<file path="config.mk">
export PLATFORM = sky130hd
export DESIGN_NAME = membus_master
export DESIGN_NICKNAME = d
export VERILOG_FILES = /design/src/rtl/membus_pkg.sv /design/src/rtl/membus_seq.sv /design/src/rtl/membus_drive.sv /design/src/rtl/membus_capture.sv /design/src/rtl/membus_master.sv
export SDC_FILE = /design/constraint.sdc
export NUM_CORES = 1
export LEC_CHECK = 0
export ABC_AREA = 1
export BUFFER_PORTS_ARGS = -buffer_cell sky130_fd_sc_hd__buf_2
export CAP_MARGIN = 20
export CELL_PAD_IN_SITES_DETAIL_PLACEMENT = 0
export CELL_PAD_IN_SITES_GLOBAL_PLACEMENT = 1
export CORE_ASPECT_RATIO = 0.5
export CORE_MARGIN = 5
export CORE_UTILIZATION = 37
export DETAILED_ROUTE_END_ITERATION = 16
export PLACE_DENSITY_LB_ADDON = 0.1
export SLEW_MARGIN = 20
export SYNTH_ARGS = -nofsm -noshare
export SYNTH_HDL_FRONTEND = slang
export SYNTH_SLANG_ARGS = --single-unit
</file>
<file path="constraint.sdc">
create_clock -name clk -period 1.9 [get_ports clk]
set_clock_uncertainty 0.05 [all_clocks]
set_input_delay 0.19 -clock clk [delete_from_list [all_inputs] [get_ports clk]]
set_output_delay 0.19 -clock clk [all_outputs]
set_load 0.02 [all_outputs]
</file>
<file path="src/rtl/membus_pkg.sv">
package membus_pkg;

    parameter int BUS_W = 16;

    typedef enum logic [2:0] {
        PH_IDLE  = 3'd0,
        PH_PRIME = 3'd1,
        PH_ADDR  = 3'd2,
        PH_DIR   = 3'd3,
        PH_DATA  = 3'd4
    } phase_e;

    typedef struct packed {
        logic             write;
        logic [BUS_W-1:0] addr;
        logic [BUS_W-1:0] wdata;
    } xfer_t;

    typedef struct packed {
        logic             oe;
        logic             strobe;
        logic [BUS_W-1:0] word;
    } pins_t;

    function automatic phase_e next_phase(phase_e cur, logic start);
        case (cur)
            PH_IDLE:  return start ? PH_PRIME : PH_IDLE;
            PH_PRIME: return PH_ADDR;
            PH_ADDR:  return PH_DIR;
            PH_DIR:   return PH_DATA;
            default:  return PH_IDLE;
        endcase
    endfunction

    function automatic pins_t pins_for(phase_e ph, xfer_t x);
        pins_t p;
        p = '{oe: 1'b0, strobe: 1'b0, word: '0};
        case (ph)
            PH_PRIME: p.strobe = 1'b1;
            PH_ADDR: begin
                p.oe = 1'b1; p.strobe = 1'b1; p.word = x.addr;
            end
            PH_DIR: begin
                p.oe = 1'b1; p.strobe = ~x.write; p.word = x.addr;
            end
            PH_DATA: begin
                p.oe = x.write; p.word = x.write ? x.wdata : '0;
            end
            default: p = '{oe: 1'b0, strobe: 1'b0, word: '0};
        endcase
        return p;
    endfunction

endpackage

</file>
<file path="src/rtl/membus_seq.sv">
module membus_seq
    import membus_pkg::*;
(
    input  logic   clk,
    input  logic   rst,
    input  logic   start,
    input  xfer_t  req,
    output phase_e phase,
    output xfer_t  held
);
    always_ff @(posedge clk) begin
        if (rst) begin
            phase <= PH_IDLE;
            held  <= '0;
        end else begin
            phase <= next_phase(phase, start);
            if (phase == PH_IDLE && start)
                held <= req;
        end
    end
endmodule

</file>
<file path="src/rtl/membus_drive.sv">
module membus_drive
    import membus_pkg::*;
(
    input  phase_e phase,
    input  xfer_t  held,
    output pins_t  pins
);
    always_comb pins = pins_for(phase, held);
endmodule

</file>
<file path="src/rtl/membus_capture.sv">
module membus_capture
    import membus_pkg::*;
(
    input  logic             clk,
    input  logic             rst,
    input  logic             load,
    input  logic [BUS_W-1:0] din,
    output logic [BUS_W-1:0] dout
);
    always_ff @(posedge clk) begin
        if (rst)
            dout <= '0;
        else if (load)
            dout <= din;
    end
endmodule

</file>
<file path="src/rtl/membus_master.sv">
module membus_master
    import membus_pkg::*;
(
    input  logic             clk,
    input  logic             rst,
    input  logic             req_valid,
    input  logic             req_write,
    input  logic [BUS_W-1:0] req_addr,
    input  logic [BUS_W-1:0] req_wdata,
    output logic [BUS_W-1:0] rsp_rdata,
    output logic             rsp_done,
    output logic [BUS_W-1:0] bus_out,
    output logic             bus_oe,
    input  logic [BUS_W-1:0] bus_in,
    output logic             mode_strobe
);
    phase_e phase;
    xfer_t  req, held;
    pins_t  pins;

    assign req = '{write: req_write, addr: req_addr, wdata: req_wdata};

    membus_seq u_seq (
        .clk   (clk),
        .rst   (rst),
        .start (req_valid),
        .req   (req),
        .phase (phase),
        .held  (held)
    );

    membus_drive u_drv (
        .phase (phase),
        .held  (held),
        .pins  (pins)
    );

    membus_capture u_cap (
        .clk  (clk),
        .rst  (rst),
        .load (phase == PH_DATA && !held.write),
        .din  (bus_in),
        .dout (rsp_rdata)
    );

    assign bus_out     = pins.word;
    assign bus_oe      = pins.oe;
    assign mode_strobe = pins.strobe;
    assign rsp_done    = (phase == PH_DATA);
endmodule

</file>
### Yosys cells after proc, flatten, opt, wreduce, memory -nomap -nowiden

Cells that the tools add are included.

| cells by class | value |
|---|---|
| eq/ne operators | 4 |
| muxes and demuxes | 6 |
| bitwise logic cells | 1 |
| reductions and logical operators | 6 |

Operators with widths:

| cell | count |
|---|---|
| $pmux W16 S2 | 1 |
| $mux W16 | 1 |
| $pmux W3 S4 | 1 |
| $eq A3 B2 Y1 const B | 2 |
| $pmux W1 S2 | 2 |
| $reduce_or A2 Y1 | 2 |
| $eq A3 B1 Y1 const B | 1 |
| $eq A3 B3 Y1 const B | 1 |
| $logic_not A3 Y1 | 1 |
| $logic_and A1 B1 Y1 | 2 |
| $logic_not A1 Y1 | 1 |
| $mux W1 | 1 |
| $not A1 Y1 | 1 |

| storage, ports and cells | value |
|---|---|
| register bits after elaboration | 52 |
| input port bits | 52 |
| output and inout port bits | 35 |
| word-level logic and storage cells | 22 |

### Depth between registers and ports, before layout

| logic depth | value |
|---|---|
| word-level depth | 3 |
| gate-level depth with buffers | 7 |
| depth with buffers taken out | 5 |

### Modules after synthesis

A second synthesis with hierarchy kept.

| unflattened totals | value |
|---|---|
| cells, all modules | 429 |
| area total of the unflattened synthesis | 2728.9 um^2 |

By module, submodules not included:

| module | times used | cells an instance | area each (um^2) | sequential area each (um^2) |
|---|---|---|---|---|
| membus_seq | 1 | 228 | 1599.0 | 720.7 |
| membus_capture | 1 | 101 | 670.6 | 320.3 |
| membus_drive | 1 | 96 | 441.7 | 0.0 |
| membus_master | 1 | 4 | 17.5 | 0.0 |

### Worst setup path before layout

No wires, ideal clock.

| timing path | value |
|---|---|
| path kind | register to output |
| start point | reg u_seq.phase[1] |
| end point | out bus_out[10] |
| arrival time | 1.274 ns |
| data required time | 1.660 ns |
| path slack | 0.386 ns |
| cell stages (with the launch flop) | 5 |
| path buffers | 1 |
| path through | dfxtp_1 > nor2_4 > nand2_1 > clkbuf_1 > o21ai_0 |

| between the ends | value |
|---|---|
| longest elaborated chain between the ends | 3 |
| elaborated cells on any way between the ends | 5 |
| those cells by class | eq/ne: 3; mux: 1; reduce/logical: 1 |

Ends and longest elaborated chain:

| what | line | source |
|---|---|---|
| start, declared | membus_seq.sv:8 | `output phase_e phase,` |
| start signal, assigned | membus_seq.sv:16 | `phase <= next_phase(phase, start);` |
| $eq A3 B2 Y1 | membus_pkg.sv:38 | `case (ph)` |
| $reduce_or A2 Y1 (no line) | -- |  |
| $pmux W16 S2 (*) | membus_pkg.sv:38 |  |
| end, declared | membus_master.sv:12 | `output logic [BUS_W-1:0] bus_out,` |

Every way passes the cells marked *; elsewhere a longest branch is shown, timed or not.

### Worst setup path in the final report

| timing path | value |
|---|---|
| start point | reg u_seq.phase[0] |
| end point | out mode_strobe |

| between the ends | value |
|---|---|
| longest elaborated chain between the ends | 3 |
| elaborated cells on any way between the ends | 5 |
| those cells by class | eq/ne: 3; mux: 1; reduce/logical: 1 |

Ends and longest elaborated chain:

| what | line | source |
|---|---|---|
| $eq A3 B1 Y1 or $eq A3 B2 Y1 (tied branches) | membus_pkg.sv:38 |  |
| $reduce_or A2 Y1 (no line) | -- |  |
| $pmux W1 S2 (*) | membus_pkg.sv:38 |  |
| end, declared | membus_master.sv:15 | `output logic mode_strobe` |

Marked as above.

==> results.txt <==
- For this run, design rule violations remaining after detail routing come to 0.
* Max VDD drop: 0.342 mV
- Summed over its instances, the top area cell type makes up 39.2% of the synthesized netlist area.
* M1 GR Usage: 23.6%
* CP peak stage delay: 0.44 ns
* Worst-case clock buffer depth: 2
* I/O pin cnt: 87
* Clock-pin transition on the worst setup and hold timing paths: 0.06 ns
- Of all nets on the critical path, the largest fanout is 85.
- Wire length reported by the detailed router: 7.28 mm
- Crit path DAT: 1.59 ns
* Outcome: completed
* Area grow syn2layout: 23.5%
* Initial antenna violation count: 0
- Distinct cell type count of the synthesized netlist: 21
* Number of DRC markers in iteration 0: 157
* Number of vias in the routed layout: 2645
- Tcrit/Tclk final: 96.5%
- The H-tree generated during clock tree synthesis spans 2 levels.
* MaxCap Viol Count: 0
* Resized cells post-CTS: 0
* Class of the tightest hold or removal check: in -> reg
* Hold-fix buffers at CTS: 0
- Post-synthesis instance area: 2660 sq um
- For this run, the detailed router's first-pass iteration total came to 4.
- Final antenna-violating net count: 0
- Placed Area: 3130 sq um
* Global-route usage over all layers: 16.4%
* Slowest CP cell: sky130_fd_sc_hd__dfxtp_1
* Fraction of registers with async set or reset after synthesis: 0%
- Std-Cell Core Area: 6830 sq um
- The filler cells instantiated in the layout total 748.
- Derived from the worst setup path, the maximum achievable clock frequency is 0.545 GHz.
- Startpoint type of the worst setup path: register
- Clock Latency Late Sink: 0.29 ns
* Power per unit of standard cell area: 804 nW/um^2
- Count of pins over their slew limit: 0
* Worst relative slew slack: 75.9%
* Category of the critical setup timing path: reg -> out
- Worst Setup End Kind: primary output
- After synthesis, the cell types taking the most area are sky130_fd_sc_hd__dfxtp_1, sky130_fd_sc_hd__nand2_1, sky130_fd_sc_hd__nand3b_1.
* Chain of cells forming the critical path: nor2_4, buf_12, nor3_1, buf_2
- The tree is rooted in a sky130_fd_sc_hd__clkbuf_16.
- Using the TritonRoute via totals, the vias-per-cell ratio works out to 4.73.
* Cell taking the most area after synthesis: sky130_fd_sc_hd__dfxtp_1
* Nets in the synthesized netlist: 447
- Met2 Track Usage GR: 24.3%
- met2 is the most crowded layer.
- Final critical-path required period: 1.83 ns
- CTS tree: built
* Total buffers and inverters traversed by the critical path: 2
- Final setup fails: 0
- For this run, the number of Yosys warnings is 0.
- For this configuration, the core starts out at a cell density of 38.9%.
* Antenna diodes: 0
* Sink Count: 52
- With fillers left out, the area of the finished cells amounts to 3280 sq um.
- The floorplan step set the die width to 130 microns.
- Adding up every negative setup slack in the final design gives 0 ns.
- sky130_fd_sc_hd__nand2_1 is the most common cell in the netlist.
* Half-perimeter wire length after placement: 5.08 mm
* Proportion of synthesized chip area in sequential cells: 39.2%
- Routed length per placed instance: 13.0 microns
- Global Route met3 Usage: 4.72%
- On the critical path the largest part of the delay comes from flip-flops.
- After the last flow step, the layout net total stands at 518.
* Number of instances in the synthesized netlist: 395
* Fraction of layout cells with a size suffix above 1: 23.3%
- In this run the vertical extent of the chip is 69.9 microns.
* Actual transition at the worst max-transition pin: 0.362 ns
- The final-report hold violation count was 0.
- Dominant synthesized flop cell: sky130_fd_sc_hd__dfxtp_1
* Setup repair after global routing missed its margin: no
* Reported leakage power: 1.62 nW
* Count of buffers from port buffering: 86
* Yosys reg bits: 52
- Largest net degree at the start of global routing: 86
* Mean instance size in the synthesized netlist: 6.72 sq um
* Global-route wire length before repair: 12.2 mm
- Most numerous cell types in the synthesized netlist: sky130_fd_sc_hd__nand2_1, sky130_fd_sc_hd__dfxtp_1, sky130_fd_sc_hd__nor2_1
- Die Outline Area: 9080 sq um
- STA puts the critical path data required time at 1.66 ns.
* Global-route congestion overflow total: 0
- In this run, CTS created clock tree buffers numbering 5.
* Number of flops mapped to enable cells by yosys: 0
* Gp weighted congestion: 0.804
* Number of cell rows: 21
* Via count of the first global-routing pass: 2540
- The number of setup buffers added after CTS is 0.
per-stage QoR:
step	hold WS, ns	setup WS (ns)	cells	utilization, %	power [mW]
final	0.0776	0.0658	559	48.0	2.64
after global routing	0.0721	0.0204	559	48.0	2.79
after CTS	0.0671	0.0385	559	47.9	2.67
after detailed placement	0.379	0.293	551	45.8	1.75
after global placement	0.371	0.333	551	45.8	1.74
after floorplan	0.212	0.386	395	-	1.60
final cells by class:
| type | count | area (sq um) | area share [%] |
|---|---|---|---|
| repair buffers | 95 | 523 | 15.9 |
| multi-input cells | 258 | 1250 | 38.0 |
| inverters | 54 | 205 | 6.26 |
| clock buffers | 8 | 146 | 4.46 |
| flip-flops and latches | 52 | 1040 | 31.8 |
| well taps | 92 | 115 | 3.51 |
final timing paths:
| check | from | endpoint | slack [ns] | depth (start not counted) |
|---|---|---|---|---|
| worst max-delay path | u_seq.phase[0]$_SDFF_PP0_ | mode_strobe | 0.07 | 4 |
| worst min-delay path | rst | u_seq.phase[0]$_SDFF_PP0_ | 0.08 | 2 |
| worst max register to register | u_seq.phase[0]$_SDFF_PP0_ | u_cap.dout[11]$_SDFFE_PP0P_ | 0.24 | 6 |
| worst min register to register | u_seq.held[5]$_SDFFE_PP0P_ | u_seq.held[5]$_SDFFE_PP0P_ | 0.43 | 2 |
kinds of logic (layout without fill, tap and decap cells):
group / after synthesis / count (layout) / synth area share (%)
simple gates: 207 / 207 / 36.8
buf+inv: 85 / 157 / 14.3
flops: 52 / 52 / 39.2
compound gates: 51 / 51 / 9.70
worst register-to-register path, cell delays in order, from the launching register on:
cell and delay (ns):
sky130_fd_sc_hd__dfxtp_1 0.37, sky130_fd_sc_hd__nor2_4 0.14, sky130_fd_sc_hd__buf_12 0.30, sky130_fd_sc_hd__nand3_2 0.43
sky130_fd_sc_hd__nand2_1 0.15, sky130_fd_sc_hd__inv_1 0.05, sky130_fd_sc_hd__nor2_1 0.11
layer usage:
| metal | part of all wire, % | vias to the layer above |
|---|---|---|
| met3 | 7.1 | 5 |
| li1 | - | 1389 |
| met5 | 0 | - |
| met4 | 0.55 | 0 |
| met2 | 42 | 65 |
| met1 | 50 | 1186 |
registers in the layout (all words and copies together) (netlist names):
| name | cells |
|---|---|
| u_seq.held | 33 |
| u_cap.dout | 16 |
| u_seq.phase | 3 |
cell usage in the layout (no fill, tap or decap), drive strengths merged:
cell type,n
o211ai,1
inv,53
clkinv,1
nand3b,33
o21ai,17
clkbuf,8
a21oi,33
nor2,53
nand4,16
nand3,17
nand2,85
dfxtp,52
nor3,3
buf,95
power by group:
part           switching, mW  internal [mW]  total, mW
registers             0.0553           1.17       1.23
clock network          0.386          0.526      0.912
logic                  0.303          0.193      0.495
Power figures use the tool's default switching activity.
